File: config.mk
export PLATFORM = sky130hd
export DESIGN_NAME = wbuf_merge
export DESIGN_NICKNAME = d
export VERILOG_FILES = /design/src/rtl/wbuf_pkg.sv /design/src/rtl/wbuf_match.sv /design/src/rtl/wbuf_order.sv /design/src/rtl/wbuf_merge.sv
export SDC_FILE = /design/constraint.sdc
export NUM_CORES = 2
export LEC_CHECK = 0
export BUFFER_PORTS_ARGS = -buffer_cell sky130_fd_sc_hd__buf_4
export CAP_MARGIN = 25
export CORE_ASPECT_RATIO = 1.4
export CORE_MARGIN = 2
export CORE_UTILIZATION = 30
export DETAILED_ROUTE_END_ITERATION = 16
export GPL_ROUTABILITY_DRIVEN = 0
export GPL_TIMING_DRIVEN = 1
export PLACE_DENSITY = 0.42
export SLEW_MARGIN = 20
export SYNTH_ARGS = -nofsm -noshare
export SYNTH_HDL_FRONTEND = slang
export SYNTH_SLANG_ARGS = --single-unit
File: constraint.sdc
create_clock -name clk -period 29.6 [get_ports clk]
set_input_delay 1.48 -clock clk [delete_from_list [all_inputs] [get_ports clk]]
set_output_delay 1.48 -clock clk [all_outputs]
set_load 0.01 [all_outputs]
File: src/rtl/wbuf_pkg.sv
package wbuf_pkg;
    parameter int ADDR_W        = 32;
    parameter int WORD_W        = 32;
    parameter int WORDS_PER_BLK = 4;
    parameter int NUM_ENT       = 4;

    localparam int WB        = WORD_W / 8;
    localparam int BLK_W     = WORD_W * WORDS_PER_BLK;
    localparam int BLK_BYTES = BLK_W / 8;
    localparam int OFS_W     = $clog2(BLK_BYTES);
    localparam int BSEL_W    = $clog2(WB);
    localparam int TAG_W     = ADDR_W - OFS_W;
    localparam int IDX_W     = $clog2(NUM_ENT);
    localparam int CNT_W     = IDX_W + 1;

    typedef struct packed {
        logic                 io;
        logic [TAG_W-1:0]     tag;
        logic [BLK_BYTES-1:0] be;
        logic [BLK_W-1:0]     data;
    } wb_entry_t;

    function automatic logic [BLK_W-1:0] byte_mask(input logic [BLK_BYTES-1:0] be);
        logic [BLK_W-1:0] m;
        for (int i = 0; i < BLK_BYTES; i++) m[i*8 +: 8] = {8{be[i]}};
        return m;
    endfunction

    function automatic wb_entry_t shape_store(input logic [ADDR_W-1:0] addr,
                                              input logic [WORD_W-1:0] data,
                                              input logic [WB-1:0]     be,
                                              input logic              io);
        wb_entry_t e;
        int w;
        w = int'(addr[OFS_W-1:BSEL_W]);
        e.io   = io;
        e.tag  = addr[ADDR_W-1:OFS_W];
        e.be   = '0;
        e.data = '0;
        e.be[w*WB +: WB]           = be;
        e.data[w*WORD_W +: WORD_W] = data;
        e.data = e.data & byte_mask(e.be);
        return e;
    endfunction

    function automatic wb_entry_t fold(input wb_entry_t old, input wb_entry_t upd);
        wb_entry_t r;
        logic [BLK_W-1:0] m;
        m      = byte_mask(upd.be);
        r      = old;
        r.data = (old.data & ~m) | (upd.data & m);
        r.be   = old.be | upd.be;
        return r;
    endfunction
endpackage

File: src/rtl/wbuf_match.sv
module wbuf_match
    import wbuf_pkg::*;
(
    input  logic                        clk,
    input  logic                        rst,
    input  logic [NUM_ENT-1:0][TAG_W-1:0] tags,
    input  logic [NUM_ENT-1:0]          slot_io,
    input  logic [NUM_ENT-1:0]          vld,
    input  logic [NUM_ENT-1:0]          locked,
    input  logic [TAG_W-1:0]            tag,
    input  logic                        bypass,
    output logic                        hit,
    output logic [IDX_W-1:0]            hit_idx
);
    logic [NUM_ENT-1:0] cand;

    for (genvar i = 0; i < NUM_ENT; i++) begin : g_cmp
        assign cand[i] = vld[i] & ~locked[i] & ~slot_io[i] & ~bypass & (tags[i] == tag);
    end

    always_comb begin
        hit     = 1'b0;
        hit_idx = '0;
        for (int i = NUM_ENT - 1; i >= 0; i--) begin
            if (cand[i]) begin
                hit     = 1'b1;
                hit_idx = IDX_W'(i);
            end
        end
    end

    // at most one open slot per block
    assert_single_match_R3: assert property (@(posedge clk) disable iff (rst) $onehot0(cand));
endmodule

File: src/rtl/wbuf_order.sv
module wbuf_order
    import wbuf_pkg::*;
(
    input  logic             clk,
    input  logic             rst,
    input  logic             alloc,
    input  logic             drain,
    output logic [IDX_W-1:0] head,
    output logic [IDX_W-1:0] tail,
    output logic             full,
    output logic             empty
);
    logic [CNT_W-1:0] cnt;

    function automatic logic [IDX_W-1:0] step(input logic [IDX_W-1:0] p);
        return (int'(p) == NUM_ENT - 1) ? '0 : p + 1'b1;
    endfunction

    always_ff @(posedge clk) begin
        if (rst) begin
            head <= '0;
            tail <= '0;
            cnt  <= '0;
        end else begin
            if (alloc) tail <= step(tail);
            if (drain) head <= step(head);
            cnt <= cnt + CNT_W'(alloc) - CNT_W'(drain);
        end
    end

    assign full  = (int'(cnt) == NUM_ENT);
    assign empty = (cnt == '0);

    assert_no_overflow_R8: assert property (@(posedge clk) disable iff (rst) (alloc && full) |-> drain);
    assert_no_underflow_R5: assert property (@(posedge clk) disable iff (rst) drain |-> !empty);
endmodule

File: src/rtl/wbuf_merge.sv
module wbuf_merge
    import wbuf_pkg::*;
#(
    parameter logic [ADDR_W-1:0] IO_BASE = 32'hF000_0000,
    parameter logic [ADDR_W-1:0] IO_MASK = 32'hF000_0000
) (
    input  logic                 clk,
    input  logic                 rst,
    input  logic                 st_valid,
    input  logic [ADDR_W-1:0]    st_addr,
    input  logic [WORD_W-1:0]    st_data,
    input  logic [WB-1:0]        st_be,
    output logic                 st_stall,
    output logic                 mem_valid,
    input  logic                 mem_ready,
    output logic [ADDR_W-1:0]    mem_addr,
    output logic [BLK_W-1:0]     mem_data,
    output logic [BLK_BYTES-1:0] mem_be
);
    wb_entry_t                     ent [NUM_ENT];
    logic [NUM_ENT-1:0]            vld;
    logic [NUM_ENT-1:0]            locked;
    logic [NUM_ENT-1:0][TAG_W-1:0] tags;
    logic [NUM_ENT-1:0]            slot_io;
    logic [IDX_W-1:0]              head, tail, hit_idx;
    logic                          full, empty, hit, st_io, drain, do_alloc, do_merge;
    wb_entry_t                     inc;

    assign st_io = ((st_addr & IO_MASK) == IO_BASE);
    assign inc   = shape_store(st_addr, st_data, st_be, st_io);

    always_comb begin
        locked = '0;
        for (int i = 0; i < NUM_ENT; i++) begin
            tags[i]    = ent[i].tag;
            slot_io[i] = ent[i].io;
        end
        if (mem_valid) locked[head] = 1'b1;
    end

    wbuf_match u_match (
        .clk(clk), .rst(rst), .tags(tags), .slot_io(slot_io), .vld(vld),
        .locked(locked), .tag(inc.tag), .bypass(st_io), .hit(hit), .hit_idx(hit_idx)
    );

    wbuf_order u_order (
        .clk(clk), .rst(rst), .alloc(do_alloc), .drain(drain),
        .head(head), .tail(tail), .full(full), .empty(empty)
    );

    assign mem_valid = !empty;
    assign mem_addr  = {ent[head].tag, {OFS_W{1'b0}}};
    assign mem_data  = ent[head].data;
    assign mem_be    = ent[head].be;
    assign drain     = mem_valid && mem_ready;

    assign do_merge  = st_valid && hit;
    assign do_alloc  = st_valid && !hit && (!full || drain);
    assign st_stall  = st_valid && !hit && full && !drain;

    always_ff @(posedge clk) begin
        if (rst) begin
            vld <= '0;
            for (int i = 0; i < NUM_ENT; i++) ent[i] <= '0;
        end else begin
            if (drain) vld[head] <= 1'b0;
            if (do_alloc) begin
                vld[tail] <= 1'b1;
                ent[tail] <= inc;
            end
            if (do_merge) ent[hit_idx] <= fold(ent[hit_idx], inc);
        end
    end

    assert_hold_R5: assert property (@(posedge clk) disable iff (rst)
        (mem_valid && !mem_ready) |=> (mem_valid && $stable(mem_addr) && $stable(mem_data) && $stable(mem_be)));
    assert_io_nomerge_R7: assert property (@(posedge clk) disable iff (rst) do_merge |-> !st_io);
    assert_front_closed_R6: assert property (@(posedge clk) disable iff (rst)
        (do_merge && mem_valid) |-> (hit_idx != head));
    assert_stall_keeps_R8: assert property (@(posedge clk) disable iff (rst) st_stall |=> (vld == $past(vld)));
endmodule

; ---- Yosys cells after proc, flatten, opt, wreduce, memory -nomap -nowiden
; Memories as Yosys holds them, arrays and structs flattened. A register that Yosys moved wholly into a read port is not among the register bits.
; Cells that the tools add are included.
[word_totals]
ff_bits = 11
input_bits = 72
ram_bits = 692
memories = 1
out_inout_bits = 178
wordCells = 113
[op_classes]
n_shift = 4
n_lt_le_gt_ge = 4
n_addsub = 6
n_mux = 34
eq_ne = 8
bitwise_logic = 36
n_reduce_logical = 16
[mem_list]
columns = name, words, width, rd, rd_clocked_by_memory_dff, write_ports, line_no
row1 = ent, 4, 173, 6, 1, 4, wbuf_merge.sv:20  ; wb_entry_t ent [NUM_ENT];
[ops]
columns = op, n
row1 = $and 128x128->128, 4
row2 = $mux 173, 2
row3 = $reduce_or 173->1, 2
row4 = $not 128->128, 1
row5 = $or 128x128->128, 1
row6 = $shift 32x33->128 const A, 1
row7 = $shiftx 32x33->128, 1
row8 = $eq 28x28->1, 4
row9 = $neg 4->33, 1
row10 = $neg 7->33, 1
row11 = $shift 4x33->16 const A, 1
row12 = $shiftx 4x33->16, 1
row13 = $mux 2, 10
row14 = $and 1x1->1, 16
row15 = $and 16x16->16, 1
row16 = $mux 1, 16
row17 = $mux 4, 4
row18 = $or 16x16->16, 1
row19 = $not 1->1, 9
row20 = $logic_and 1x1->1, 8
row21 = $lt 2x3->1 const B, 2
row22 = $add 2x1->2 const B, 2
row23 = $and 4x4->4, 1
row24 = $demux 1 s2, 2
row25 = other kinds (11), 16

; ---- Depth between registers and ports, before layout
[logic_depth]
word_depth = 23
mapped_depth = 17
depth_no_buf = 14

; ---- Cells and area by module
; Synthesis repeated with hierarchy kept, for this count alone.
[unflattened]
cells_unflattened = 2383
hier_area_um2 = 35831.9
[modules_own_cells]
columns = module, area_per_inst_um2, cells_each, seq_area_each_um2, instances
row1 = wbuf_merge, 34179.0, 2188, 20860.0, 1
row2 = wbuf_match, 1308.8, 163, 0.0, 1
row3 = wbuf_order, 344.1, 32, 140.1, 1

; ---- Least setup slack after synthesis
; No wires, ideal clock.
[synth_path]
kind = in2reg
start = input port st_addr[10]
end = memory ent[3][0] (netlist bit), enable pin
setup_slack_ns = 17.271
path_buffers = 3
arrival_ns = 11.566
stages = 10
required_time_ns = 28.837
path_cell_list = clkbuf_1 > xnor2_1 > nand4_1 > or4_1 > buf_4 > nor3_2 > buf_4 > o21a_1 > a21oi_1 > a21oi_1
[synth_rtl]
columns = item, line_no
row1 = "start, declared", wbuf_merge.sv:10  ; input logic [ADDR_W-1:0] st_addr,
row2 = "end, declared", wbuf_merge.sv:20

; ---- Worst setup path in the final report
[layout_path]
start = input port st_addr[8]
end = output port st_stall
[layout_between]
elab_chain_len = 10
[layout_rtl]
columns = item, line_no
row1 = $eq 28x28->1, wbuf_match.sv:18  ; assign cand[i] = vld[i] & ~locked[i] & ~slot_io[i] & ~bypass & (tags[i] == tag);
row2 = $and 1x1->1, wbuf_match.sv:18
row3 = $mux 1 (3 in series), wbuf_match.sv:25  ; if (cand[i]) begin
row4 = $mux 1 *, wbuf_match.sv:25
row5 = $logic_not 1->1 *, wbuf_merge.sv:59  ; assign st_stall = st_valid && !hit && full && !drain;
row6 = $logic_and 1x1->1 * (3 in series), wbuf_merge.sv:59
row7 = "end, declared", wbuf_merge.sv:13  ; output logic st_stall,
; Every way passes the cells marked *; elsewhere a longest branch is shown, timed or not.

==> results <==
- Averaged over all synthesized cells, the footprint is ~12 sq um.
- The endpoint class of the critical path is a primary output.
- The flow ran to the end, and the final reports show no timing, DRC or antenna violations.
- The number of standard cells in the layout, taps in and fillers out is 5289.
- Counting along the longest clock path gives a buffer depth of 3.
- The vias after detailed routing is 30100.
- The total overflow left after global routing is 0.
- Power spread over the standard cell area amounts to 61.6 nW/um^2.
- The startpoint class of the critical path is a primary input.
- The detailed-routing iteration count for the pre-antenna-repair pass is 5.
- Once the clock tree was built, the resizer swapped 0 gates to a different size.
- The number of synthesized flops with an enable pin is 692.
- Along the worst hold path, the cell count comes to 1.
- The number of buffers inserted by hold repair at cts is 0.
- The total routing usage reported by global routing is 0.238.
- The ratio of final minimum period to clock period is 0.230.
- Setup repair after global routing left no endpoint under its margin.
- The destination of the worst register-to-register timing path is ent[2][0].
- The total count of hold-check failures in the final report is 0.
- The portion of the post-synthesis area used by sequential elements is 0.532.
- Entering global routing, the biggest net connects 158 pins.
- The worst register-to-register path begins at u_order.cnt[1].
- The maximum clock frequency is 147 MHz.
- After synthesis the cells add up to between 30000 and 40000 sq um.
- In this run the most critical hold path is launched from vld[2].
- Including well taps, the total number of placed cells is slightly above 5000.
- The largest single stage delay on the critical path is 0.75 ns.
- The number of buffers and inverters on the critical path is 4.
- The worst register-to-register path has a depth of 12.
- Summing all placed instances gives a cell area of 42800 sq um.
- The cell count after synthesis is 3415.
- The floorplan step set the die height to 434 um.
- The data arrival at the endpoint of the critical path is 5.33 ns.
- The initial antenna violation count came to 4.
- The cell type contributing the most total cell area after synthesis is sky130_fd_sc_hd__edfxtp_1.
- The H-tree generated during clock tree synthesis spans 3 levels.
- Counting the buffers created by CTS gives 83.
- The number of nets in the layout is 3553.
- In the synthesized netlist, the cells that appear most often are sky130_fd_sc_hd__nor2_1 (724), sky130_fd_sc_hd__edfxtp_1 (692), sky130_fd_sc_hd__inv_1 (227).
- Synthesis inferred between 700 and 800 register bits.
- The largest fanout on the critical path is 157.
- The tree is rooted in a sky130_fd_sc_hd__clkbuf_16.
- Buffers added to address setup during post-CTS repair amount to 0.
- The max-slew violation total from the final report is 0.
- After legalization and detailed placement, the total HPWL measured 91600 um.
- The signal on the critical path passes through buf_4, xnor2_1, nand4_1, or4_4, nor4_4, buf_4, nor4_2, buf_12, and3_1, buf_4.
- The design area is 45500 sq um.
- The number of clock sinks seen by CTS is 705.
- The Yosys step of the flow raised 0 warnings.
- The x dimension of the die is 311 um.
- The start-to-end type of the worst setup path is in2out.
- Of the post-synthesis cell area, the dominant cell type holds 0.526.
- Relative to the synthesized area, the layout overhead comes to 15.0%.
- The required time at the endpoint of the critical path is 28.12 ns.
- The setup-violating endpoint count in the final report is 0.
- The final-layout setup total negative slack is 0 ns.
- Summed over all layers, the routed wires come to 164000 um.
- Grouping stages by cell kind, the critical path spends the most delay in simple AND/OR/NAND/NOR gates.
- The post-detailed-route via-to-cell ratio is 5.69.
- The fraction of registers with async set/reset is 0.
- The detailed router's first-iteration violation count is 2530.
- The count of input and output buffers is 243.
- The leakage component of the power is around 17 nW.
- The total I/O pin count is 250.
- The core occupancy in the finished layout is 0.347.
- The initial utilization of the core area, before any placement, comes to 0.302.
- VDD sags by at most between 0.00004 and 0.00005 V.
- TritonCTS built the clock tree.
- The path class of the tightest hold or removal check is reg2reg.
- In the synthesized netlist the dominant register cell turns out to be sky130_fd_sc_hd__edfxtp_1.
- The worst relative slew slack is 0.208.
- The number of nets with antenna violations after routing is 0.
- The first global-routing pass estimated 232000 um of wire.
- In this run, distinct cell masters in the synthesized netlist total 59.
- The worst-skew pair later-pin latency is around 0.70 ns.
- At the pin with the least slew margin, the transition time is 1.19 ns.
- In this design, the critical path's most frequently occurring cell is sky130_fd_sc_hd__buf_4.
- The tool flagged a number of max-cap violations equal to 0.
- Yosys instantiated no cell more often than sky130_fd_sc_hd__nor2_1.
- After layout, the design draws a total of 2.80 mW.
- The setup slack on the worst flop-to-flop path is 23.30 ns.
- The via count of the first global-routing pass was 30200.
- The shortest clock period the worst path allows after layout is ~6.8 ns.
- After detailed routing, the number of remaining DRC violations is 0.
- The average routed wire per standard cell is 31.0 um.
- After clock tree synthesis, the clock-pin slew on the worst setup and hold paths is 0.06 ns.
- The total core area is 131000 sq um.
- Clock skew on the completed layout was measured at 0.0422 ns.
- The fraction of final layout cells with drive strength greater than 1 is 0.188.
- The worst hold path terminates at vld[2].
- The floorplan has 157 rows.
- The die covers 135000 sq um.
- By area the synthesized netlist is led by sky130_fd_sc_hd__edfxtp_1 (53%), sky130_fd_sc_hd__mux4_2 (9.8%), sky130_fd_sc_hd__nor2_1 (6.9%).
- The critical-path cell with the highest stage delay is sky130_fd_sc_hd__buf_4.
- The filler cell count in the final layout is between 10000 and 15000.
-- how the worst max path moves through the flow --
stage                     slack [ns]        start          to  cells after the start
final                          22.79   st_addr[8]    st_stall                     10
after global routing           22.73   st_addr[8]    st_stall                     10
after global placement         22.09   st_addr[8]  ent[0][30]                     10
after CTS                      22.73   st_addr[8]    st_stall                     10
after floorplan                17.27  st_addr[10]   ent[3][0]                     10
after detailed placement       22.10   st_addr[8]  ent[0][30]                     10
-- through the flow --
stage	hold WS, ns	worst slack, ns
final	0.509	22.79
after global routing	0.543	22.73
after CTS	0.509	22.73
after detailed placement	0.493	22.10
after global placement	0.496	22.09
after floorplan	0.461	17.27
-- flip-flops by register name (all words and copies together), names as in the netlist, named ones only --
| name | flops |
|---|---|
| u_order.cnt | 3 |
| vld | 4 |
| ent | 692 |
| u_order.head | 2 |
| u_order.tail | 2 |
-- layout by cell type, fill, tap and decap left out, types with 62 or more instances in the layout --
cell,count
sky130_fd_sc_hd__o22a_1,172
sky130_fd_sc_hd__a2111oi_0,101
sky130_fd_sc_hd__nand2_1,98
sky130_fd_sc_hd__clkbuf_16,84
sky130_fd_sc_hd__nor2_1,723
sky130_fd_sc_hd__inv_1,227
sky130_fd_sc_hd__xnor2_1,62
sky130_fd_sc_hd__or4_1,83
sky130_fd_sc_hd__buf_4,298
sky130_fd_sc_hd__nor4_1,123
sky130_fd_sc_hd__a21oi_1,129
sky130_fd_sc_hd__mux4_2,172
sky130_fd_sc_hd__mux2i_1,81
sky130_fd_sc_hd__edfxtp_1,692
-- where the power goes --
| part | switching (mW) | total (mW) | internal [mW] |
|---|---|---|---|
| registers | 0.0547 | 1.23 | 1.17 |
| clock network | 0.438 | 1.00 | 0.565 |
| logic | 0.332 | 0.571 | 0.239 |
| total | 0.825 | 2.80 | 1.97 |
-- area by class of cell --
| class | count | area (sq um) | area share |
|---|---|---|---|
| Inverter | 227 | 852 | 0.0187 |
| Timing Repair Buffer | 308 | 2450 | 0.0538 |
| Antenna cell | 7 | 17.5 | 0.000385 |
| Clock buffer | 108 | 2190 | 0.0482 |
| Tap cell | 1749 | 2190 | 0.0481 |
| Sequential cell | 705 | 21000 | 0.463 |
| Multi-Input combinational cell | 2140 | 16400 | 0.360 |
| Clock inverter | 45 | 348 | 0.00765 |
-- cells by family (layout without fill, tap and decap cells) --
logic type      count (synthesis)  after routing  synth area share
other cells                     1             11         0.0000949
flops                         705            705             0.532
buf+inv                       573            688            0.0597
compound gates                587            587             0.124
xor+xnor                      114            114            0.0253
simple gates                 1166           1166             0.135
fa+ha+maj                      16             16           0.00525
mux                           253            253             0.118
-- routing by layer --
layer,part of all wire,vias to the layer above,global-route usage
li1,-,13100,-
met1,0.42,15700,0.311
met2,0.49,1147,0.393
met3,0.059,211,0.0360
met4,0.038,2,0.0972
met5,0.000097,-,0
Note: power is estimated with default switching activity, not from simulation.
